==> src/rtl/cfgp_pkg.sv <==
package cfgp_pkg;
    typedef logic [7:0] byte_t;

    localparam int    KEY_LEN      = 4;
    localparam byte_t KEY_B0       = 8'h87;
    localparam byte_t KEY_B1       = 8'h01;
    localparam byte_t KEY_B2       = 8'h55;
    localparam byte_t KEY_LAST_PRI = 8'h55;
    localparam byte_t KEY_LAST_ALT = 8'hAA;

    localparam byte_t REG_EXIT     = 8'h02;
    localparam byte_t EXIT_VAL     = 8'h02;
    localparam byte_t REG_LDN      = 8'h07;
    localparam byte_t REG_ID_HI    = 8'h20;
    localparam byte_t REG_ID_LO    = 8'h21;
    localparam byte_t REG_SEGCTL   = 8'h24;
    localparam byte_t REG_FBASE_HI = 8'h64;
    localparam byte_t REG_FBASE_LO = 8'h65;
    localparam byte_t IDLE_BUS     = 8'hFF;

    typedef enum logic [1:0] {
        PORT_NONE  = 2'd0,
        PORT_INDEX = 2'd1,
        PORT_DATA  = 2'd2
    } port_sel_e;

    // bit 5 .. bit 0 of the segment control byte
    typedef struct packed {
        logic pin_alt;
        logic host_wr_en;
        logic seg448_en;
        logic mid_en;
        logic top_en;
        logic suspend;
    } seg_ctl_t;

    typedef struct packed {
        logic      wr;
        logic      rd;
        port_sel_e port;
        byte_t     data;
    } host_op_t;

    function automatic byte_t key_byte(input int unsigned step, input logic alt);
        byte_t b;
        case (step)
            0:       b = KEY_B0;
            1:       b = KEY_B1;
            2:       b = KEY_B2;
            default: b = alt ? KEY_LAST_ALT : KEY_LAST_PRI;
        endcase
        return b;
    endfunction

    function automatic byte_t seg_to_byte(input seg_ctl_t s);
        return {2'b00, s};
    endfunction
endpackage

==> src/rtl/cfgp_decode.sv <==
module cfgp_decode
    import cfgp_pkg::*;
#(
    parameter int              ADDR_W   = 16,
    parameter logic [ADDR_W-1:0] BASE_PRI = 16'h002E,
    parameter logic [ADDR_W-1:0] BASE_ALT = 16'h004E
) (
    input  logic              clk,
    input  logic              rst,
    input  logic              strap_alt,
    input  logic              host_wr,
    input  logic              host_rd,
    input  logic [ADDR_W-1:0] host_addr,
    input  byte_t             host_wdata,
    output host_op_t          op,
    output logic              alt_base
);
    logic              alt_q;
    logic [ADDR_W-1:0] base;
    logic [ADDR_W-1:0] base_nxt;

    always_ff @(posedge clk) begin
        if (rst) alt_q <= strap_alt;
    end

    assign base     = alt_q ? BASE_ALT : BASE_PRI;
    assign base_nxt = base + ADDR_W'(1);
    assign alt_base = alt_q;

    always_comb begin
        op.wr   = host_wr;
        op.rd   = host_rd;
        op.data = host_wdata;
        if (host_addr == base)          op.port = PORT_INDEX;
        else if (host_addr == base_nxt) op.port = PORT_DATA;
        else                            op.port = PORT_NONE;
    end
endmodule

==> src/rtl/cfgp_key.sv <==
module cfgp_key
    import cfgp_pkg::*;
(
    input  logic  clk,
    input  logic  rst,
    input  logic  alt_base,
    input  logic  idx_wr,
    input  byte_t wdata,
    input  logic  exit_req,
    output logic  open
);
    localparam int SW = $clog2(KEY_LEN);
    localparam logic [SW-1:0] LAST = SW'(KEY_LEN - 1);

    logic [SW-1:0] step_q;
    logic          open_q;
    byte_t         want;

    assign want = key_byte(int'(step_q), alt_base);

    always_ff @(posedge clk) begin
        if (rst) begin
            step_q <= '0;
            open_q <= 1'b0;
        end else if (open_q) begin
            if (exit_req) begin
                open_q <= 1'b0;
                step_q <= '0;
            end
        end else if (idx_wr) begin
            if (wdata == want) begin
                if (step_q == LAST) begin
                    open_q <= 1'b1;
                    step_q <= '0;
                end else begin
                    step_q <= step_q + SW'(1);
                end
            end else if (wdata == KEY_B0) begin
                step_q <= SW'(1);
            end else begin
                step_q <= '0;
            end
        end
    end

    assign open = open_q;
endmodule

==> src/rtl/cfgp_regs.sv <==
module cfgp_regs
    import cfgp_pkg::*;
#(
    parameter byte_t       FLASH_LDN = 8'h07,
    parameter logic [15:0] CHIP_ID   = 16'h8716,
    parameter logic [15:0] FBASE_RST = 16'h0820
) (
    input  logic        clk,
    input  logic        rst,
    input  logic        open,
    input  host_op_t    op,
    output byte_t       rdata,
    output logic        exit_req,
    output byte_t       index,
    output byte_t       ldn,
    output logic [15:0] fbase,
    output seg_ctl_t    seg
);
    byte_t       index_q;
    byte_t       ldn_q;
    logic [15:0] fbase_q;
    seg_ctl_t    seg_q;
    byte_t       rdata_q;
    byte_t       rd_mux;
    logic        dwr;
    logic        iwr;
    logic        flash_dev;

    assign iwr       = open && op.wr && (op.port == PORT_INDEX);
    assign dwr       = open && op.wr && (op.port == PORT_DATA);
    assign flash_dev = (ldn_q == FLASH_LDN);
    assign exit_req  = dwr && (index_q == REG_EXIT) && (op.data == EXIT_VAL);

    always_ff @(posedge clk) begin
        if (rst) begin
            index_q <= '0;
            ldn_q   <= '0;
            fbase_q <= FBASE_RST;
            seg_q   <= '0;
        end else begin
            if (iwr) index_q <= op.data;
            if (dwr) begin
                case (index_q)
                    REG_LDN:    ldn_q <= op.data;
                    REG_SEGCTL: seg_q <= seg_ctl_t'(op.data[5:0]);
                    REG_FBASE_HI: if (flash_dev) fbase_q[15:8] <= op.data;
                    REG_FBASE_LO: if (flash_dev) fbase_q[7:0]  <= op.data;
                    default: ;
                endcase
            end
        end
    end

    always_comb begin
        case (index_q)
            REG_LDN:      rd_mux = ldn_q;
            REG_ID_HI:    rd_mux = CHIP_ID[15:8];
            REG_ID_LO:    rd_mux = CHIP_ID[7:0];
            REG_SEGCTL:   rd_mux = seg_to_byte(seg_q);
            REG_FBASE_HI: rd_mux = flash_dev ? fbase_q[15:8] : 8'h00;
            REG_FBASE_LO: rd_mux = flash_dev ? fbase_q[7:0]  : 8'h00;
            default:      rd_mux = 8'h00;
        endcase
    end

    always_ff @(posedge clk) begin
        if (rst) begin
            rdata_q <= IDLE_BUS;
        end else if (op.rd) begin
            if (!open)                      rdata_q <= IDLE_BUS;
            else if (op.port == PORT_INDEX) rdata_q <= index_q;
            else if (op.port == PORT_DATA)  rdata_q <= rd_mux;
            else                            rdata_q <= IDLE_BUS;
        end
    end

    assign rdata = rdata_q;
    assign index = index_q;
    assign ldn   = ldn_q;
    assign fbase = fbase_q;
    assign seg   = seg_q;
endmodule

==> src/rtl/cfgp_port.sv <==
module cfgp_port
    import cfgp_pkg::*;
#(
    parameter logic [15:0] BASE_PRI  = 16'h002E,
    parameter logic [15:0] BASE_ALT  = 16'h004E,
    parameter logic [7:0]  FLASH_LDN = 8'h07,
    parameter logic [15:0] CHIP_ID   = 16'h8716,
    parameter logic [15:0] FBASE_RST = 16'h0820
) (
    input  logic        clk,
    input  logic        rst,
    input  logic        strap_alt_base,
    input  logic        host_wr,
    input  logic        host_rd,
    input  logic [15:0] host_addr,
    input  logic [7:0]  host_wdata,
    output logic [7:0]  host_rdata,
    output logic        cfg_open,
    output logic [7:0]  ldn_sel,
    output logic [15:0] flash_io_base,
    output logic        seg_suspend,
    output logic        seg_top_en,
    output logic        seg_mid_en,
    output logic        seg_448_en,
    output logic        flash_host_wr_en,
    output logic        flash_pin_alt
);
    host_op_t op;
    logic     alt_base;
    logic     exit_req;
    logic     open;
    byte_t    cur_idx;
    seg_ctl_t seg;

    cfgp_decode #(
        .ADDR_W   (16),
        .BASE_PRI (BASE_PRI),
        .BASE_ALT (BASE_ALT)
    ) u_dec (
        .clk       (clk),
        .rst       (rst),
        .strap_alt (strap_alt_base),
        .host_wr   (host_wr),
        .host_rd   (host_rd),
        .host_addr (host_addr),
        .host_wdata(host_wdata),
        .op        (op),
        .alt_base  (alt_base)
    );

    cfgp_key u_key (
        .clk      (clk),
        .rst      (rst),
        .alt_base (alt_base),
        .idx_wr   (op.wr && (op.port == PORT_INDEX)),
        .wdata    (op.data),
        .exit_req (exit_req),
        .open     (open)
    );

    cfgp_regs #(
        .FLASH_LDN (FLASH_LDN),
        .CHIP_ID   (CHIP_ID),
        .FBASE_RST (FBASE_RST)
    ) u_regs (
        .clk      (clk),
        .rst      (rst),
        .open     (open),
        .op       (op),
        .rdata    (host_rdata),
        .exit_req (exit_req),
        .index    (cur_idx),
        .ldn      (ldn_sel),
        .fbase    (flash_io_base),
        .seg      (seg)
    );

    assign cfg_open         = open;
    assign seg_suspend      = seg.suspend;
    assign seg_top_en       = seg.top_en;
    assign seg_mid_en       = seg.mid_en;
    assign seg_448_en       = seg.seg448_en;
    assign flash_host_wr_en = seg.host_wr_en;
    assign flash_pin_alt    = seg.pin_alt;
endmodule

==> config.mk <==
export PLATFORM = sky130hd
export DESIGN_NAME = cfgp_port
export DESIGN_NICKNAME = d
export VERILOG_FILES = /design/src/rtl/cfgp_pkg.sv /design/src/rtl/cfgp_decode.sv /design/src/rtl/cfgp_key.sv /design/src/rtl/cfgp_regs.sv /design/src/rtl/cfgp_port.sv
export SDC_FILE = /design/constraint.sdc
export NUM_CORES = 1
export LEC_CHECK = 0
export ABC_AREA = 1
export BUFFER_PORTS_ARGS = -buffer_cell sky130_fd_sc_hd__buf_4
export CAP_MARGIN = 40
export CORE_MARGIN = 2
export CORE_UTILIZATION = 54
export CTS_CLUSTER_SIZE = 24
export DETAILED_ROUTE_END_ITERATION = 6
export GPL_TIMING_DRIVEN = 0
export PLACE_DENSITY = 0.8
export SETUP_SLACK_MARGIN = 0.4
export SLEW_MARGIN = 30
export SYNTH_ARGS = -nofsm -noshare
export SYNTH_HDL_FRONTEND = slang
export SYNTH_HIERARCHICAL = 1
export SYNTH_SLANG_ARGS = --single-unit
==> constraint.sdc <==
create_clock -name clk -period 2.13 [get_ports clk]
set_clock_uncertainty 0.15 [all_clocks]
set_input_delay 0 -clock clk [delete_from_list [all_inputs] [get_ports clk]]
set_output_delay 0 -clock clk [all_outputs]
set_load 0.01 [all_outputs]
==> results of run 1 <==
==> metal layers <==
| metal | wire, um | up-vias | share of wire |
|---|---|---|---|
| met4 | 196 | 0 | 0.022 |
| met2 | 4400 | 128 | 0.49 |
| met5 | 0 | - | 0 |
| met3 | 526 | 24 | 0.059 |
| met1 | 3780 | 1510 | 0.42 |
| li1 | - | 1573 | - |
==> per-stage QoR <==
stage | utilization | TNS, ns | hold WS, ns | cell area [um^2]
3_3_place_gp | 0.675 | -0.0431 | 0.0281 | 3490
6_report | 0.795 | 0 | 0.0964 | 4110
4_1_cts | 0.755 | 0 | -0.258 | 3900
2_1_floorplan | - | 0 | -0.0876 | 2980
3_5_place_dp | 0.675 | -0.706 | 0.0348 | 3490
5_1_grt | 0.795 | -0.158 | 0.0935 | 4110
==> cell usage in the layout (no fill, tap or decap), types with 2 or more instances in the layout <==
cell             n
nand2_1        101
buf_4           76
dfxtp_1         49
nor2_1          39
inv_1           37
a21oi_1         31
nand3_1         24
o21ai_2         22
o21ai_1         17
nand3_2         12
dlygate4sd3_1   11
inv_2           10
nor2_2           9
nand2_2          8
buf_6            7
nor2_4           7
a21oi_2          7
clkbuf_1         6
clkbuf_8         5
nand3_4          5
nand2_4          5
clkinv_4         3
nand3b_1         3
nor4_1           3
ha_1             3
nor2_8           3
nand4_4          2
buf_8            2
o211ai_1         2
buf_2            2
nand4_2          2
inv_4            2
==> critical path, delay by kind of cell (launching register included) <==
| kind | cells | cell delay [ns] |
|---|---|---|
| AND/OR/NAND/NOR | 7 | 0.92 |
| flip-flops | 1 | 0.41 |
| buffers and inverters | 3 | 0.31 |
| AO/OA/AOI/OAI | 2 | 0.17 |
==> cells by family after synthesis <==
group,share of synthesized area
AND/OR/NAND/NOR,0.379
AO/OA/AOI/OAI,0.143
buffers and inverters,0.117
flip-flops,0.344
adder cells (fa/ha/maj),0.0171
==> flip-flops by register name, summed over array words and instances, names as in the netlist <==
name            flops
u_regs/fbase       16
u_regs/seg          6
u_key/step_q        2
u_regs/ldn          8
u_key/open          1
u_regs/index        8
u_regs/rdata        8
u_dec/alt_base      1
==> power by group <==
part           leakage, nW  total (mW)  internal [mW]  switching, mW
clock               0.0383       0.519          0.227          0.292
sequential           0.406       0.950          0.946        0.00453
combinational         1.37       0.191         0.0880          0.103
==> how the worst max path moves through the flow <==
stage	endpoint	cells after the start	slack [ns]	start
finish	u_regs/fbase[2]$_SDFFE_PP0P_	12	0.10	u_dec/alt_base$_DFFE_PP_
CTS	u_key/step_q[1]$_SDFFE_PP0P_	13	0.16	u_dec/alt_base$_DFFE_PP_
global route	u_regs/fbase[2]$_SDFFE_PP0P_	12	-0.05	u_dec/alt_base$_DFFE_PP_
global placement	u_regs/fbase[10]$_SDFFE_PP0P_	12	-0.02	u_dec/alt_base$_DFFE_PP_
floorplan	u_key/step_q[1]$_SDFFE_PP0P_	13	0.25	u_dec/alt_base$_DFFE_PP_
detailed placement	u_regs/ldn[5]$_SDFFE_PP0P_	11	-0.07	u_dec/alt_base$_DFFE_PP_
==> area by class of cell <==
type                       instances  area (um^2)
multi-input combinational        311         1870
sequential                        50         1010
fill                             366         1060
buffer                            20          158
timing repair inverter             1         8.76
clock buffer                       7         76.3
timing repair buffer              83          677
tap                               70         87.6
inverter                          52          223
==> Yosys cell counts, drive strengths merged <==
cell type / instances / share of area
or2: 1 / 0.0021
nor4: 3 / 0.0064
inv: 51 / 0.065
nand3: 41 / 0.090
o2111ai: 1 / 0.0030
nand2: 114 / 0.15
a21oi: 38 / 0.065
clkbuf: 5 / 0.0064
ha: 4 / 0.017
nand3b: 3 / 0.0077
o211ai: 2 / 0.0051
dfxtp: 49 / 0.33
o21ai: 41 / 0.070
nor2: 58 / 0.10
clkinv: 1 / 0.0017
buf: 15 / 0.043
nand4: 4 / 0.018
edfxtp: 1 / 0.010
==> repair_timing <==
action                                  in CTS  in global routing
hold buffers                                10                  1
gates cloned                                 3                  1
resized for setup                           59                 45
pin swaps                                   33                 20
buffers inserted                             8                  5
hold endpoints to repair                    51                  4
endpoints found under the setup margin      49                 49
==> results.json, run 1 <==
{
  "grt_pass1_vias": 2773,
  "io_buffers": 57,
  "relSlewSlack": 0.530,
  "ys_warn_count": 6,
  "p_leak_nw": 1.82,
  "grt_util_met1": 0.366,
  "antennaDiodeCount": 0,
  "setup_viol": 0,
  "synth_cell_types": 32,
  "dpl.hpwl_mm": 5.93,
  "hold_path_class": "input port to flop",
  "antenna_found_initial": 0,
  "vdd_ir_drop_max_mv": 0.218,
  "die_area_um2": 6040,
  "ys_ff_latch": 50,
  "drcViolationCount": 0,
  "finalCritPeriodShare": 0.953,
  "dp.cells": 559,
  "dieWidth_um": 77.7,
  "core_um2": 5170,
  "status": "finished, final reports clean",
  "nNetsFinal": 557,
  "arrival_ns": 2.11,
  "critical_path_class": "flop to flop",
  "holdCritStartpoint": "rst",
  "met3_usage": 0.0523,
  "numCtsBuffers": 5,
  "worstMarginPinSlew_ns": 0.705,
  "slew_viol_final": 0,
  "grt_pass1_wl_mm": 13.4,
  "reg2reg_depth": 12,
  "grt_max_degree": 14,
  "layout_min_cycle_time_ns": 2.03,
  "cp.required_ns": 2.22,
  "dp_slack_ns": -0.0735,
  "critPathSlowestCell": "edfxtp_1",
  "r2r-end": "u_regs/fbase[2]$_SDFFE_PP0P_",
  "placementRows": 26,
  "crit_fanout": 8,
  "routedWlPerCell_um": 15.0,
  "clk_pin_slew_ns": 0.08,
  "io_pins": 68,
  "grt_usage": 0.283,
  "dr_total_vias": 3235,
  "power_mw": 1.66,
  "finalHoldViolations": 0,
  "vias_per_cell": 5.45,
  "htree_levels": 2,
  "busiest_layer": "met2",
  "rsz0062_at_grt": "true",
  "drtIter0Drc": 254,
  "holdPathEnd": "u_regs/ldn[0]$_SDFFE_PP0P_",
  "p_per_area_nw_per_um2": 404,
  "drv_cap": 0,
  "global_route.overflow_total": 0,
  "grt.met2_usage": 0.467,
  "hold_depth": 3,
  "gp_congestion": 0.913,
  "syn_inst": 432,
  "root_buffer": "clkbuf_8",
  "syn_to_final_growth_pct": 40.1,
  "reg2reg_from": "u_dec/alt_base$_DFFE_PP_",
  "drive_gt1_frac": 0.370,
  "critPathCaptureType": "flop",
  "cts_buffer_depth": 2,
  "finalNonFillerCells": 594,
  "crit_path_start_kind": "flop",
  "clock_latency_ns": 0.30,
  "firstDrtPassIters": 5,
  "fmax_mhz": 493,
  "syn_avg_cell_area_um2": 6.79,
  "detail-route-antenna-nets": 0,
  "syn_nets": 465,
  "clock_sinks": 50,
  "slowest_delay_ns": 0.41,
  "die_h_um": 77.7,
  "start_util": 0.567,
  "totalWireLength_mm": 8.90,
  "crit_chain": "nand3b_1 > nand2_1 > nand2_2 > nor2_4 > inv_2 > nor2_4 > nand3_4 > clkinv_8 > nand3_4 > clkinv_4 > o21ai_2 > a21oi_1",
  "cts_tree": "yes",
  "yosysSeqAreaShare": 0.344,
  "r2r_setup_slack_ns": 0.10,
  "syn_area_um2": 2940,
  "setup_ws_ns": 0.100
}
Note: power is estimated with default switching activity, not from simulation.
==> run 2, diff against run 1 <==
CELL_PAD_IN_SITES_DETAIL_PLACEMENT = 1   (was unset)
CELL_PAD_IN_SITES_GLOBAL_PLACEMENT = 2   (was unset)
CORE_UTILIZATION = 29   (was 54)
PLACE_DENSITY = unset   (was 0.8)
PLACE_DENSITY_LB_ADDON = 0.1   (was unset)
==> results.json, run 2 (synthesis results as in run 1) <==
{
  "status": "finished, violations left",
  "violations": "hold timing",
  "crit_path_end": "u_regs/fbase[3]$_SDFFE_PP0P_",
  "grt_max_degree": 16,
  "timing.hold.ws_ns": -0.265,
  "fmax_mhz": 500,
  "critical_path_class": "flop to flop",
  "clock_sinks": 50,
  "grt_usage": 0.181,
  "crit_fanout": 8,
  "crit_chain": "nand3b_1 > nand2_1 > nand2_2 > buf_4 > nor2_4 > nor2_4 > nand3_2 > clkinv_4 > nand3_4 > clkinv_4 > o21ai_1 > a21oi_1",
  "detail-route-antenna-nets": 0,
  "reg2reg_depth": 12,
  "cts_hold_buf": 10,
  "placementRows": 36,
  "drtIter0Drc": 82,
  "r2r_setup_slack_ns": 0.13,
  "cts_tree": "yes",
  "setup_viol": 0,
  "syn_to_final_growth_pct": 38.7,
  "dp.cells": 622,
  "drcViolationCount": 0,
  "die_h_um": 105,
  "clk_pin_slew_ns": 0.10,
  "grt_pass1_wl_mm": 15.8,
  "htree_levels": 2,
  "io_buffers": 57,
  "global_route.overflow_total": 0,
  "io_pins": 68,
  "start_util": 0.299,
  "worstMarginPinSlew_ns": 0.676,
  "dr_total_vias": 3089,
  "vias_per_cell": 4.75,
  "final_common_cell": "nand2_1",
  "holdCritStartpoint": "rst",
  "totalWireLength_mm": 10.0,
  "largest_register_ffs": 16,
  "numCtsBuffers": 5,
  "mostFrequentLayoutCells": "nand2_1 (103), buf_4 (74), dfxtp_1 (49), inv_1 (38), nor2_1 (37)",
  "dpl.hpwl_mm": 7.52,
  "routedWlPerCell_um": 15.4,
  "firstDrtPassIters": 4,
  "antennaDiodeCount": 0,
  "arrival_ns": 2.06,
  "slew_viol_final": 0,
  "cts_buffer_depth": 2,
  "p_per_area_nw_per_um2": 418,
  "die_area_um2": 10900,
  "critPathCaptureType": "flop",
  "p_leak_nw": 1.77,
  "r2r-end": "u_regs/fbase[3]$_SDFFE_PP0P_",
  "startpoint": "u_dec/alt_base$_DFFE_PP_",
  "hold_path_class": "input port to flop",
  "core_um2": 9820,
  "dieWidth_um": 105,
  "nNetsFinal": 551,
  "slowest_delay_ns": 0.41,
  "finalHoldViolations": 4,
  "finalNonFillerCells": 651,
  "cp.required_ns": 2.19,
  "layout_min_cycle_time_ns": 2.00,
  "antenna_found_initial": 0,
  "critPathSlowestCell": "edfxtp_1",
  "gp_congestion": 0.809,
  "grt_pass1_vias": 3103,
  "drive_gt1_frac": 0.347,
  "vdd_ir_drop_max_mv": 0.246,
  "drv_cap": 0,
  "fin_util": 0.415,
  "clock_latency_ns": 0.31,
  "relSlewSlack": 0.549,
  "reg2reg_from": "u_dec/alt_base$_DFFE_PP_",
  "finalCritPeriodShare": 0.938,
  "crit_path_start_kind": "flop",
  "root_buffer": "clkbuf_8",
  "rsz0062_at_grt": "true"
}
## run 2: cell count changes in the layout (fill, tap and decap cells not counted), moves of 3 or more
cell     change
o21ai_2      -5
buf_6        -3
nand3_1      +4
o21ai_0      +5
## run 2: worst max-delay path, delay by kind of cell, from the launching register on
family	cells	cell delay (ns)
flip-flops	1	0.41
AND/OR/NAND/NOR	7	0.77
buffers and inverters	3	0.39
AO/OA/AOI/OAI	2	0.17
## run 2: cell type report
cell class	instances	area, um^2
Buffer	20	156
Clock buffer	5	68.8
Clock inverter	2	13.8
Fill cell	1302	5750
Inverter	52	215
Multi-Input combinational cell	311	1820
Sequential cell	50	1010
Tap cell	133	166
Timing Repair Buffer	77	617
Timing Repair inverter	1	8.76
## run 2: per-stage QoR
step	total power [mW]	TNS [ns]	instance area, um^2	worst slack [ns]
final	1.70	0	4070	0.132
after global routing	1.79	0	4070	0.0206
after CTS	1.73	0	3970	0.186
after detailed placement	1.13	-1.69	3570	-0.175
after global placement	1.13	-1.01	3570	-0.144
after floorplan	1.05	0	2980	0.252
## run 2: repair_timing
action                                 in CTS  in global routing
resized for setup                          44                 37
endpoints found under the hold margin      51                  4
cloned                                      3                  1
setup endpoints to repair                  49                 49
pin swaps                                  13                 17
setup buffers                               8                  0
## run 2: how the worst min path moves through the flow
stage / endpoint / slack [ns] / cells past startpoint
2_1_floorplan: u_key/open$_SDFF_PP0_ / -0.09 / 1
3_3_place_gp: u_dec/alt_base$_DFFE_PP_ / 0.03 / 1
3_5_place_dp: u_dec/alt_base$_DFFE_PP_ / 0.03 / 1
4_1_cts: u_key/open$_SDFF_PP0_ / -0.27 / 2
5_1_grt: u_key/open$_SDFF_PP0_ / -0.27 / 2
6_report: u_key/open$_SDFF_PP0_ / -0.26 / 2
## run 2: layer usage
metal	part of all wire	routed length, um	track usage	vias up
li1	-	-	-	1559
met1	0.47	4670	0.243	1475
met2	0.49	4870	0.311	46
met3	0.037	372	0.0212	9
met4	0.010	103	0.0400	0
met5	0	0	0	-
## run 2: report_power, final
| group | internal [mW] | switching [mW] | total (mW) |
|---|---|---|---|
| Sequential | 0.946 | 0.00444 | 0.951 |
| Clock | 0.226 | 0.339 | 0.566 |
| Combinational | 0.0838 | 0.101 | 0.184 |
| Total | 1.26 | 0.444 | 1.70 |
==> run 3, diff against run 2 <==
ABC_AREA = 0   (was 1)
CORE_UTILIZATION = 31   (was 29)
==> results.json, run 3 <==
{
  "crit_fanout": 3,
  "violations": "hold timing, setup timing",
  "drtIter0Drc": 127,
  "start_util": 0.318,
  "drive_gt1_frac": 0.440,
  "synth-async-reset-ratio": 0,
  "largest_register_ffs": 16,
  "placementRows": 34,
  "totalWireLength_mm": 11.2,
  "wl_met2_mm": 5.62,
  "finalCritPeriodShare": 1.16,
  "final_common_cell": "buf_4",
  "arrival_ns": 2.50,
  "mostFrequentLayoutCells": "buf_4 (76), dfxtp_1 (48), nand2_1 (21), nor2_1 (19), a21oi_2 (18)",
  "cts_tree": "yes",
  "vdd_ir_drop_max_mv": 0.319,
  "syn_to_final_growth_pct": 51.0,
  "clock_sinks": 50,
  "ys.flop_type": "dfxtp_1",
  "firstDrtPassIters": 4,
  "htree_levels": 2,
  "syn_area_um2": 2760,
  "relSlewSlack": 0.454,
  "setup_ws_ns": -0.333,
  "root_buffer": "clkbuf_8",
  "gp_congestion": 0.833,
  "die_h_um": 98.4,
  "r2r_setup_slack_ns": -0.33,
  "hold_path_class": "input port to flop",
  "ys_warn_count": 6,
  "nNetsFinal": 457,
  "dpl.hpwl_mm": 7.58,
  "vias_per_cell": 5.51,
  "routed.top_layer": "met4",
  "p_per_area_nw_per_um2": 458,
  "yosys.area.top_type": "dfxtp_1",
  "global_route.overflow_total": 0,
  "grt_usage": 0.232,
  "critPathCaptureType": "flop",
  "grt_pass1_wl_mm": 17.7,
  "fin_util": 0.481,
  "power_mw": 1.91,
  "io_pins": 68,
  "synth_edf_count": 1,
  "clock_latency_ns": 0.31,
  "slew_viol_final": 0,
  "cts_buffer_depth": 2,
  "layout_min_cycle_time_ns": 2.46,
  "drv_cap": 0,
  "dieWidth_um": 98.4,
  "cts_hold_buf": 11,
  "p_leak_nw": 1.51,
  "io_buffers": 57,
  "routedWlPerCell_um": 21.0,
  "syn_inst": 330,
  "core_um2": 8680,
  "cp.required_ns": 2.17,
  "synth_cell_types": 59,
  "grt_pass1_vias": 3081,
  "dr_wl_met3_um": 499,
  "clk_pin_slew_ns": 0.09,
  "critical_path_class": "flop to flop",
  "crit_path_start_kind": "flop",
  "detail-route-antenna-nets": 0,
  "grt_max_degree": 17,
  "synth_area_leaders": "dfxtp_1 (35%), a21oi_1 (5.1%), mux2i_1 (5.1%)",
  "status": "finished, violations left",
  "numCtsBuffers": 5,
  "syn_nets": 363,
  "synthTopCellsByCount": "dfxtp_1 (49), nand2_1 (36), a21oi_1 (28)",
  "ys_ff_latch": 50,
  "n_fill_cell": 1030,
  "dr_total_vias": 2939,
  "rsz0062_at_grt": "true",
  "die_area_um2": 9690,
  "syn_avg_cell_area_um2": 8.38,
  "finalHoldViolations": 6,
  "antenna_found_initial": 0,
  "synth.most_common_cell": "dfxtp_1",
  "fmax_mhz": 406,
  "tns_ns": -5.62,
  "drcViolationCount": 0,
  "worstMarginPinSlew_ns": 0.819,
  "drt-met1-wl_mm": 5.00,
  "timing.hold.ws_ns": -0.127,
  "yosysSeqAreaShare": 0.366,
  "setup_viol": 37,
  "synth_top_area_share": 0.355,
  "antennaDiodeCount": 0
}
run 3: changes by cell type in the layout (fill, tap and decap cells not counted), moves of 14 or more:
cell	before	now
nand2_1	103	21
inv_1	38	3
a21oi_1	31	10
nor2_1	37	19
nand3_1	28	11
mux2i_1	0	14
run 3: area by class of cell:
class	count	area [um^2]	share of cell area
multi-input cells	249	1950	0.468
well taps	108	135	0.0324
clock inverters	3	68.8	0.0165
repair buffers	87	743	0.178
clock buffers	5	68.8	0.0165
inverters	4	15.0	0.00360
plain buffers	27	175	0.0420
flip-flops and latches	50	1010	0.243
run 3: power breakdown:
part	switching (mW)	total (mW)	internal (mW)
registers	0.00129	0.940	0.939
clock network	0.342	0.813	0.471
logic	0.0893	0.157	0.0673
run 3: logic make-up after synthesis:
| logic type | Yosys count | share of synthesized area |
|---|---|---|
| AOI/OAI and AO/OA | 83 | 0.189 |
| xor gates and xnor gates | 2 | 0.00634 |
| adders and majority gates | 4 | 0.0181 |
| buffers and inverters | 31 | 0.0575 |
| DFF | 50 | 0.366 |
| muxes | 19 | 0.0711 |
| and+or+nand+nor | 141 | 0.292 |
run 3: timing repair:
action,in CTS,in global routing
setup buffers,11,7
setup endpoints to repair,49,49
pin swaps,41,22
endpoints found under the hold margin,47,5
resized for setup,54,43
run 3: layer usage:
layer  vias to the layer above  global-route usage
li1                       1398                   -
met1                      1457               0.318
met2                        76               0.392
met3                         8              0.0305
met4                         0              0.0516
met5                         -                   0
run 3: final timing paths:
check | from | to | cells past startpoint
setup / recovery | u_dec/alt_base$_DFFE_PP_ | u_key/step_q[0]$_SDFFE_PP0P_ | 10
setup reg to reg | u_dec/alt_base$_DFFE_PP_ | u_key/step_q[0]$_SDFFE_PP0P_ | 10
hold / removal | host_wdata[5] | u_regs/index[5]$_SDFFE_PP0P_ | 3
hold reg to reg | u_regs/fbase[10]$_SDFFE_PP0P_ | u_regs/fbase[10]$_SDFFE_PP0P_ | 2
run 3: worst max-delay path: stages (launching register included):
cell and delay (ns):
edfxtp_1 0.43, and3b_2 0.24, o21ai_4 0.21, nor4_4 0.07, nand4b_1 0.29, buf_4 0.23
nor2_4 0.10, and4_4 0.26, a211oi_2 0.08, a22oi_1 0.19, o31ai_1 0.09
run 3: through the flow:
step                cells  worst slack [ns]  instance area (um^2)
floorplan             330            -0.180                  2810
global placement      495            -0.608                  3380
detailed placement    495            -0.598                  3380
CTS                   525            -0.220                  3920
global route          533            -0.378                  4170
finish                533            -0.333                  4170
